--- src/rtl/spi_erase_pkg.sv ---
package spi_erase_pkg;

  localparam int ADDR_W = 24;

  typedef enum logic [1:0] {
    OP_CHIP   = 2'd0,
    OP_BLOCK  = 2'd1,
    OP_SECTOR = 2'd2,
    OP_RSVD   = 2'd3
  } erase_op_e;

  typedef enum logic [1:0] {
    TX_WREN  = 2'd0,
    TX_ERASE = 2'd1,
    TX_POLL  = 2'd2
  } txn_e;

  localparam logic [7:0] OPC_WREN   = 8'h06;
  localparam logic [7:0] OPC_CHIP   = 8'hC7;
  localparam logic [7:0] OPC_BLOCK  = 8'hD8;
  localparam logic [7:0] OPC_SECTOR = 8'h20;
  localparam logic [7:0] OPC_STATUS = 8'h05;
  localparam logic [7:0] FILLER     = 8'h00;

endpackage

--- src/rtl/spi_erase_frame.sv ---
module spi_erase_frame
  import spi_erase_pkg::*;
(
  input  txn_e              txn,
  input  erase_op_e         op,
  input  logic [ADDR_W-1:0] addr,
  input  logic [1:0]        idx,
  output logic [7:0]        tx_byte,
  output logic              last
);

  logic [7:0] erase_opc;
  logic [1:0] final_idx;

  always_comb begin
    case (op)
      OP_BLOCK:  erase_opc = OPC_BLOCK;
      OP_SECTOR: erase_opc = OPC_SECTOR;
      default:   erase_opc = OPC_CHIP;
    endcase
  end

  always_comb begin
    case (txn)
      TX_ERASE: final_idx = (op == OP_CHIP) ? 2'd0 : 2'd3;
      TX_POLL:  final_idx = 2'd1;
      default:  final_idx = 2'd0;
    endcase
  end

  always_comb begin
    tx_byte = FILLER;
    case (txn)
      TX_WREN: tx_byte = OPC_WREN;
      TX_ERASE: begin
        case (idx)
          2'd0:    tx_byte = erase_opc;
          2'd1:    tx_byte = addr[23:16];
          2'd2:    tx_byte = addr[15:8];
          default: tx_byte = addr[7:0];
        endcase
      end
      TX_POLL: tx_byte = (idx == 2'd0) ? OPC_STATUS : FILLER;
      default: tx_byte = FILLER;
    endcase
  end

  assign last = (idx == final_idx);

endmodule

--- src/rtl/spi_erase_timer.sv ---
module spi_erase_timer #(
  parameter int CNT_W = 8
) (
  input  logic             clk,
  input  logic             rst_n,
  input  logic             load,
  input  logic [CNT_W-1:0] load_val,
  input  logic             run,
  output logic             expire
);

  logic [CNT_W-1:0] cnt;

  always_ff @(posedge clk or negedge rst_n) begin
    if (!rst_n) begin
      cnt <= '0;
    end else if (load) begin
      cnt <= load_val;
    end else if (run && cnt != '0) begin
      cnt <= cnt - 1'b1;
    end
  end

  assign expire = run && (cnt <= CNT_W'(1));

endmodule

--- src/rtl/spi_erase_ctrl.sv ---
module spi_erase_ctrl
  import spi_erase_pkg::*;
#(
  parameter int MAX_POLLS = 128
) (
  input  logic              clk,
  input  logic              rst_n,
  input  logic              cmd_start,
  input  logic [1:0]        cmd_op,
  input  logic [ADDR_W-1:0] cmd_addr,
  input  logic              spi_done,
  input  logic [7:0]        spi_rx,
  input  logic              last,
  input  logic              expire,
  output txn_e              txn,
  output logic [1:0]        idx,
  output erase_op_e         op_q,
  output logic [ADDR_W-1:0] addr_q,
  output logic              tmr_load,
  output logic              tmr_run,
  output logic              spi_start,
  output logic              spi_cs_n,
  output logic              busy,
  output logic              done,
  output logic              err
);

  localparam int PW = $clog2(MAX_POLLS + 1);

  typedef enum logic [2:0] {
    S_IDLE  = 3'd0,
    S_ISSUE = 3'd1,
    S_XFER  = 3'd2,
    S_GAP   = 3'd3,
    S_WAIT  = 3'd4
  } state_e;

  state_e        state;
  logic [PW-1:0] poll_cnt;
  logic          accept;
  logic          frame_end;
  logic          wip;
  logic          limit_hit;

  assign accept    = (state == S_IDLE) && cmd_start && (erase_op_e'(cmd_op) != OP_RSVD);
  assign frame_end = (state == S_XFER) && spi_done && last;
  assign wip       = spi_rx[0];
  assign limit_hit = (poll_cnt == PW'(MAX_POLLS - 1));

  assign tmr_load  = frame_end && ((txn == TX_ERASE) ||
                                   ((txn == TX_POLL) && wip && !limit_hit));
  assign tmr_run   = (state == S_WAIT);
  assign spi_start = (state == S_ISSUE);
  assign spi_cs_n  = !((state == S_ISSUE) || (state == S_XFER));
  assign busy      = (state != S_IDLE);

  always_ff @(posedge clk or negedge rst_n) begin
    if (!rst_n) begin
      state    <= S_IDLE;
      txn      <= TX_WREN;
      idx      <= 2'd0;
      op_q     <= OP_CHIP;
      addr_q   <= '0;
      poll_cnt <= '0;
      done     <= 1'b0;
      err      <= 1'b0;
    end else begin
      done <= 1'b0;
      case (state)
        S_IDLE: begin
          if (accept) begin
            op_q     <= erase_op_e'(cmd_op);
            addr_q   <= cmd_addr;
            txn      <= TX_WREN;
            idx      <= 2'd0;
            poll_cnt <= '0;
            err      <= 1'b0;
            state    <= S_ISSUE;
          end
        end
        S_ISSUE: state <= S_XFER;
        S_XFER: begin
          if (spi_done) begin
            if (!last) begin
              idx   <= idx + 2'd1;
              state <= S_ISSUE;
            end else begin
              idx <= 2'd0;
              case (txn)
                TX_WREN: begin
                  txn   <= TX_ERASE;
                  state <= S_GAP;
                end
                TX_ERASE: begin
                  txn   <= TX_POLL;
                  state <= S_WAIT;
                end
                default: begin
                  if (!wip) begin
                    done  <= 1'b1;
                    state <= S_IDLE;
                  end else if (limit_hit) begin
                    done  <= 1'b1;
                    err   <= 1'b1;
                    state <= S_IDLE;
                  end else begin
                    poll_cnt <= poll_cnt + 1'b1;
                    state    <= S_WAIT;
                  end
                end
              endcase
            end
          end
        end
        S_GAP: state <= S_ISSUE;
        S_WAIT: begin
          if (expire) state <= S_ISSUE;
        end
        default: state <= S_IDLE;
      endcase
    end
  end

endmodule

--- src/rtl/spi_erase_seq.sv ---
module spi_erase_seq
  import spi_erase_pkg::*;
#(
  parameter int WAIT_CHIP   = 250_000_000,
  parameter int WAIT_BLOCK  = 25_000_000,
  parameter int WAIT_SECTOR = 2_500_000,
  parameter int MAX_POLLS   = 128
) (
  input  logic              clk,
  input  logic              rst_n,
  input  logic              cmd_start,
  input  logic [1:0]        cmd_op,
  input  logic [ADDR_W-1:0] cmd_addr,
  output logic              busy,
  output logic              done,
  output logic              err,
  output logic              spi_cs_n,
  output logic              spi_start,
  output logic [7:0]        spi_tx,
  input  logic              spi_done,
  input  logic [7:0]        spi_rx
);

  localparam int WAIT_MAX_CB = (WAIT_CHIP > WAIT_BLOCK) ? WAIT_CHIP : WAIT_BLOCK;
  localparam int WAIT_MAX    = (WAIT_MAX_CB > WAIT_SECTOR) ? WAIT_MAX_CB : WAIT_SECTOR;
  localparam int TW          = $clog2(WAIT_MAX + 1);

  txn_e              txn;
  logic [1:0]        idx;
  erase_op_e         op_q;
  logic [ADDR_W-1:0] addr_q;
  logic              last;
  logic              expire;
  logic              tmr_load;
  logic              tmr_run;
  logic [TW-1:0]     interval;

  always_comb begin
    case (op_q)
      OP_BLOCK:  interval = TW'(WAIT_BLOCK);
      OP_SECTOR: interval = TW'(WAIT_SECTOR);
      default:   interval = TW'(WAIT_CHIP);
    endcase
  end

  spi_erase_ctrl #(.MAX_POLLS(MAX_POLLS)) u_ctrl (
    .clk       (clk),
    .rst_n     (rst_n),
    .cmd_start (cmd_start),
    .cmd_op    (cmd_op),
    .cmd_addr  (cmd_addr),
    .spi_done  (spi_done),
    .spi_rx    (spi_rx),
    .last      (last),
    .expire    (expire),
    .txn       (txn),
    .idx       (idx),
    .op_q      (op_q),
    .addr_q    (addr_q),
    .tmr_load  (tmr_load),
    .tmr_run   (tmr_run),
    .spi_start (spi_start),
    .spi_cs_n  (spi_cs_n),
    .busy      (busy),
    .done      (done),
    .err       (err)
  );

  spi_erase_frame u_frame (
    .txn     (txn),
    .op      (op_q),
    .addr    (addr_q),
    .idx     (idx),
    .tx_byte (spi_tx),
    .last    (last)
  );

  spi_erase_timer #(.CNT_W(TW)) u_timer (
    .clk      (clk),
    .rst_n    (rst_n),
    .load     (tmr_load),
    .load_val (interval),
    .run      (tmr_run),
    .expire   (expire)
  );

endmodule

--- config.mk ---
export PLATFORM = sky130hd
export DESIGN_NAME = spi_erase_seq
export DESIGN_NICKNAME = d
export VERILOG_FILES = /design/src/rtl/spi_erase_pkg.sv /design/src/rtl/spi_erase_frame.sv /design/src/rtl/spi_erase_timer.sv /design/src/rtl/spi_erase_ctrl.sv /design/src/rtl/spi_erase_seq.sv
export SDC_FILE = /design/constraint.sdc
export NUM_CORES = 1
export LEC_CHECK = 0
export ABC_AREA = 1
export BUFFER_PORTS_ARGS = -buffer_cell sky130_fd_sc_hd__clkbuf_2
export CORE_ASPECT_RATIO = 0.8
export CORE_UTILIZATION = 46
export DETAILED_ROUTE_END_ITERATION = 12
export HOLD_SLACK_MARGIN = 0.03
export SYNTH_ARGS = -nofsm -noshare
export SYNTH_HDL_FRONTEND = slang
export SYNTH_HIERARCHICAL = 1
export SYNTH_SLANG_ARGS = --single-unit
--- constraint.sdc ---
create_clock -name clk -period 2.9 [get_ports clk]
set_input_delay 0.29 -clock clk [delete_from_list [all_inputs] [get_ports clk]]
set_output_delay 0.29 -clock clk [all_outputs]
set_load 0.02 [all_outputs]
[Word-level counts from Yosys, hierarchy flattened]
Index checks and enable logic that the tools add are counted.
Word-level totals
  memories kept: 0
  bits in latches: 0
  bits in read-only memories: 0
  logic and storage cells: 108
  register bits: 71
  memory bits (writable): 0
  input bits: 38
  output and inout bits: 13
Cells by class
  add/sub/neg operators: 3
  $lt $le $gt $ge: 1
  shift-type cells: 0
  multiplexer cells: 45
  divide/modulo/power cells: 0
  reduce and logical (&&, ||, !) cells: 28
  eq/ne operators: 22
  multipliers: 0
  bitwise operators: 0
Operator list (count)
  28-bit 2-to-1 mux: 2
  28-bit case mux with 2 select lines: 1
  8-bit 2-to-1 mux: 6
  8-bit case mux with 3 select lines: 2
  8-bit case mux with 2 select lines: 2
  28-bit by 1-bit less-or-equal comparator with 1-bit output, second input constant: 1
  28-bit nonzero test: 1
  28-bit by 1-bit subtractor with 28-bit output, second input constant: 1
  3-bit 2-to-1 mux: 7
  2-bit case mux with 2 select lines: 4
  3-bit case mux with 5 select lines: 1
  7-bit AND reduction: 2
  1-bit 2-to-1 mux: 12
  2-bit 2-to-1 mux: 6
  2-bit inequality test, second input constant: 6
  1-bit logical AND: 9
  8-bit by 1-bit adder with 8-bit output, second input constant: 1
  8-bit by 7-bit equality test with 1-bit output, second input constant: 1
  2-bit by 1-bit equality test with 1-bit output, second input constant: 3
  2-bit equality test, second input constant: 3
  3-bit by 2-bit equality test with 1-bit output, second input constant: 2
  2-bit zero test: 3
  2-bit by 1-bit inequality test with 1-bit output, second input constant: 3
  3-bit case mux with 2 select lines: 1
  other kinds (15): 19

[Longest topological paths before layout]
  depth after elaboration: 7
  mapped depth: 18
  gate-level depth less buffers: 17

[Hierarchy]
Netlist, hierarchy kept.
By module, submodules not included
  spi_erase_timer: seq. area each 700.7 sq um, cells an instance 382, times used 1, area each 2285.9 sq um
  spi_erase_ctrl: seq. area each 1076.0 sq um, cells an instance 276, times used 1, area each 2122.0 sq um
  spi_erase_frame: seq. area each 0.0 sq um, cells an instance 91, times used 1, area each 479.2 sq um
  spi_erase_seq: seq. area each 0.0 sq um, cells an instance 10, times used 1, area each 72.6 sq um

[Worst setup path after synthesis]
No wires, ideal clock.
  path kind: reg-to-reg
  start: register u_ctrl.txn[1]
  end: register u_timer.cnt[2]
  library setup time: 0.118 ns
  cell stages (with the launch flop): 15
  setup slack: 0.338 ns
  arrival time: 2.445 ns
  data required time: 2.782 ns
  clock period less this slack: 2.562 ns
  path buffers: 2
  cell sequence: dfrtp_1 > inv_1 > ha_1 > a21oi_1 > o21ai_0 > nor2_1 > inv_1 > nor3_1 > inv_1 > a21oi_1 > clkbuf_1 > clkbuf_1 > a21oi_1 > o21ai_2 > nand2_1
On the way
  longest elaborated chain between the ends: 6
  elaborated cells on any way between the ends: 11
  classes of those cells: eq/ne: 3; mux: 2; reduce/logical: 6
Ends and longest elaborated chain
  start, declared: line spi_erase_ctrl.sv:15  | output txn_e txn,
  start signal, assigned: line spi_erase_ctrl.sv:60  | txn <= TX_WREN;
  start signal, assigned: line spi_erase_ctrl.sv:74  | txn <= TX_WREN;
  start signal, assigned: line spi_erase_ctrl.sv:91  | txn <= TX_ERASE;
  2-bit equality test or 2-bit by 1-bit equality test with 1-bit output (tied branches): line spi_erase_frame.sv:24  | case (txn)
  2-bit case mux with 2 select lines *: line spi_erase_frame.sv:24
  2-bit equality test *: line spi_erase_frame.sv:48  | assign last = (idx == final_idx);
  named net last: line spi_erase_seq.sv:32  | logic last;
  1-bit logical AND *: line spi_erase_ctrl.sv:46  | assign frame_end = (state == S_XFER) && spi_done && last;
  1-bit logical AND *: line spi_erase_ctrl.sv:50  | assign tmr_load = frame_end && ((txn == TX_ERASE) ||
  named net tmr_load: line spi_erase_seq.sv:34  | logic tmr_load;
  28-bit 2-to-1 mux or 2-bit nonzero test (tied branches)
  end signal, assigned: line spi_erase_timer.sv:18  | cnt <= load_val;
  end signal, assigned: line spi_erase_timer.sv:20  | cnt <= cnt - 1'b1;
  end, declared: line spi_erase_timer.sv:12  | logic [CNT_W-1:0] cnt;
The timed path passes the listed nets; every way through them passes the cells marked *.
A chain may end at the register's enable or synchronous reset.

[Worst setup path in the final report]
  start: register u_ctrl.txn[0]
  end: register u_timer.cnt[7]
The elaborated chain is that of the path after synthesis.

==> flow_metrics.py <==
metrics = {
    "cts": {
        "cts-root-buf": "clkbuf_16",
        "numCtsBuffers": 9,
        "ctsHoldBuffers": 0,
        "cts.sinks": 71,
        "post_cts_buffers": 0,
        "cts_resized": 0,
        "clock_path_buffers": 2,
        "worstSkewPairLatency_ns": 0.34,
        "cts_tree": "yes",
        "h-tree-depth": 3,
        "path_clk_slew_ns": 0.06,
    },
    "synthesis": {
        "syn_area_sq_mm": 0.00496,
        "synth_enable_flop_cells": 0,
        "synthTopCellsByArea": "dfrtp_1 36%, nand2_1 23%, nand3_1 6.9%, nor2_1 6.2%, inv_1 6.1%",
        "synth.top_cell.area_share_pct": 35.8,
        "ys_ff_latch": 71,
        "yosysSeqAreaShare_pct": 35.8,
        "synth_most_common_cell": "nand2_1",
        "syn_avg_cell_area_sq_um": 6.53,
        "synth_cell_types": 33,
        "synthTopCellsByCount": "308 x nand2_1, 82 x nor2_1, 80 x inv_1",
        "synthFlopType": "dfrtp_1",
        "ys_warn_count": 6,
        "async_reset_ff_share_pct": 100,
        "synth_top_area_cell": "dfrtp_1",
        "synthCells": 759,
    },
    "die": {
        "dieArea_sq_mm": 0.0112,
        "fp-row-count": 33,
        "core_sq_mm": 0.0104,
        "die_y_um": 94.9,
        "pin_count": 51,
        "fp.dieW_um": 118,
        "start_util_pct": 47.9,
    },
    "timing": {
        "skew_ns": 0.00972,
        "max_freq_mhz": 378,
        "timing.final.max_slew_violations": 0,
        "finalSetupTns_ns": 0,
        "finalSetupViolCount": 0,
        "rsz0062_at_grt": "false",
        "min_period_over_period_pct": 91.2,
        "hold_violations": 0,
        "worstMarginPinSlew_ns": 0.925,
        "fin_crit_ns": 2.65,
        "slew_headroom_pct": 38.3,
    },
    "global_route": {
        "track_usage_pct": 23.6,
        "grt_pass1_vias": 4486,
        "grt-ovfl-total": 0,
        "grt_pass1_wl_um": 20900,
        "antenna_found_initial": 0,
        "grt_max_degree": 72,
    },
    "route": {
        "num_vias": 4859,
        "remaining_drc_errors": 0,
        "drt_iter0_markers": 267,
        "finalWirelength_um": 12500,
        "dr.pass1.iters": 5,
        "wl_per_cell_um": 13.0,
        "postRouteAntennaNets": 0,
        "vias_per_cell": 5.07,
    },
    "place": {
        "gp_congestion": 0.875,
        "port_buffers": 43,
        "hpwl_um": 8980,
    },
    "setup_path": {
        "critPathCaptureType": "flop",
        "reg2reg_slack_ns": 0.25,
        "cp.arrival_ns": 2.92,
        "critPathMaxFanout": 25,
        "r2r-start": "u_ctrl/txn[0]",
        "start_kind": "flop",
        "required_ns": 3.17,
        "worstSetupPathType": "reg2reg",
        "r2r_cells": 15,
        "r2r-end": "u_timer/cnt[7]",
    },
    "cells_and_area": {
        "drive_gt1_share_pct": 14.5,
        "utilization_pct": 54.9,
        "final_nets": 866,
        "n_antenna_cell": 0,
        "syn2layout_area_growth_pct": 14.8,
        "fillCellCount": 1078,
    },
    "power_and_ir_drop": {
        "power_frac_comb_pct": 51.1,
        "clockPowerShare_pct": 20.0,
        "cellInternalPower_w": 0.00318,
        "power_leakage_nw": 3.07,
        "powerDensity_mw_per_mm2": 1070,
        "net-switching-power_w": 0.00289,
        "peakVddDrop_v": 0.000588,
        "seqPwrFrac_pct": 28.9,
        "switching_share_pct": 47.6,
    },
    "hold_path": {
        "hp-class": "in2async",
    },
    "flow_run": {
        "cap_violations": 0,
    },
    "outcome": {
        "outcome": "complete, no violations",
    },
}
## flip-flops by register name, indices dropped and copies added, names as in the netlist
signal / count
u_ctrl/op_q: 2
u_ctrl/done: 1
u_ctrl/addr_q: 24
u_ctrl/idx: 2
u_timer/cnt: 28
u_ctrl/err: 1
u_ctrl/state: 3
u_ctrl/txn: 2
u_ctrl/poll_cnt: 8
## logic make-up after synthesis
family	Yosys count	share of synthesized area (%)
compound gates	66	8.38
other cells	2	0.151
xor+xnor	5	0.883
buf+inv	104	9.31
simple gates	496	41.7
fa+ha+maj	15	3.78
flops	71	35.8
## power by group through the flow
stage,Clock (W),Sequential (W),Combinational [W]
after detailed placement,0,0.00175,0.00308
after global routing,0.00128,0.00181,0.00352
after global placement,0,0.00175,0.00301
after CTS,0.00124,0.00174,0.00309
after floorplan,0,0.00166,0.00238
final,0.00121,0.00175,0.00310
## layout by cell type, fill, tap and decap left out, types with 3 or more instances in the layout
master	netlist	layout
nand2_1	308	308
nor2_1	82	82
inv_1	80	80
dfrtp_1	71	70
nand3_1	68	68
clkbuf_2	0	42
o21ai_0	23	23
o21ai_2	16	16
ha_1	15	15
a21oi_1	14	13
buf_4	4	12
nand4_1	10	10
clkbuf_16	0	9
nand2_2	8	8
nor2_2	8	8
conb_1	2	8
inv_2	5	5
o211ai_1	5	5
xor2_1	4	4
nor3_1	3	3
o21ai_1	3	3
## metrics by stage
stage / instance area, sq um / total power (W) / std cells / setup WS (ns) / hold WS [ns]
final: 5690 / 0.00606 / 958 / 0.254 / 0.0983
after global routing: 5690 / 0.00661 / 958 / 0.0318 / 0.148
after CTS: 5680 / 0.00607 / 958 / 0.236 / 0.141
after detailed placement: 5360 / 0.00482 / 942 / 0.269 / 0.462
after global placement: 5360 / 0.00476 / 942 / 0.321 / 0.455
after floorplan: 4980 / 0.00404 / 765 / 0.338 / -0.00559
## worst max path at each step
| stage | from | endpoint | slack [ns] |
|---|---|---|---|
| 2_1_floorplan | u_ctrl/txn[1] | u_timer/cnt[2] | 0.34 |
| 3_3_place_gp | u_ctrl/txn[0] | u_timer/cnt[13] | 0.32 |
| 3_5_place_dp | u_ctrl/txn[0] | u_timer/cnt[13] | 0.27 |
| 4_1_cts | u_ctrl/txn[0] | u_timer/cnt[13] | 0.24 |
| 5_1_grt | u_ctrl/txn[0] | u_timer/cnt[7] | 0.03 |
| 6_report | u_ctrl/txn[0] | u_timer/cnt[7] | 0.25 |
## critical path: stages, from the launching register on
cell,delay [ns]
dfrtp_1,0.44
inv_1,0.09
ha_1,0.32
a21oi_1,0.18
o21ai_0,0.09
nor2_1,0.15
inv_1,0.12
nor3_1,0.21
inv_1,0.11
a21oi_4,0.18
buf_12,0.19
buf_4,0.21
nand2_1,0.07
o21ai_0,0.08
nand2_1,0.07
nand2_1,0.06
## metal layers
layer	vias to the layer above	GRT usage [%]	routed length (um)
met2	125	40.0	5710
met3	21	4.29	561
met5	-	0	0
li1	2462	-	-
met4	0	7.80	229
met1	2251	30.6	5980
## layout make-up
class	count	area, sq um	area share, %
clock buffers	11	243	4.26
clock inverters	5	81.3	1.43
inverters	85	319	5.61
multi-input cells	590	2760	48.4
flip-flops and latches	71	1780	31.2
well taps	140	175	3.08
repair buffers	56	340	5.98
No activity file was read; power rests on OpenSTA's default activity.
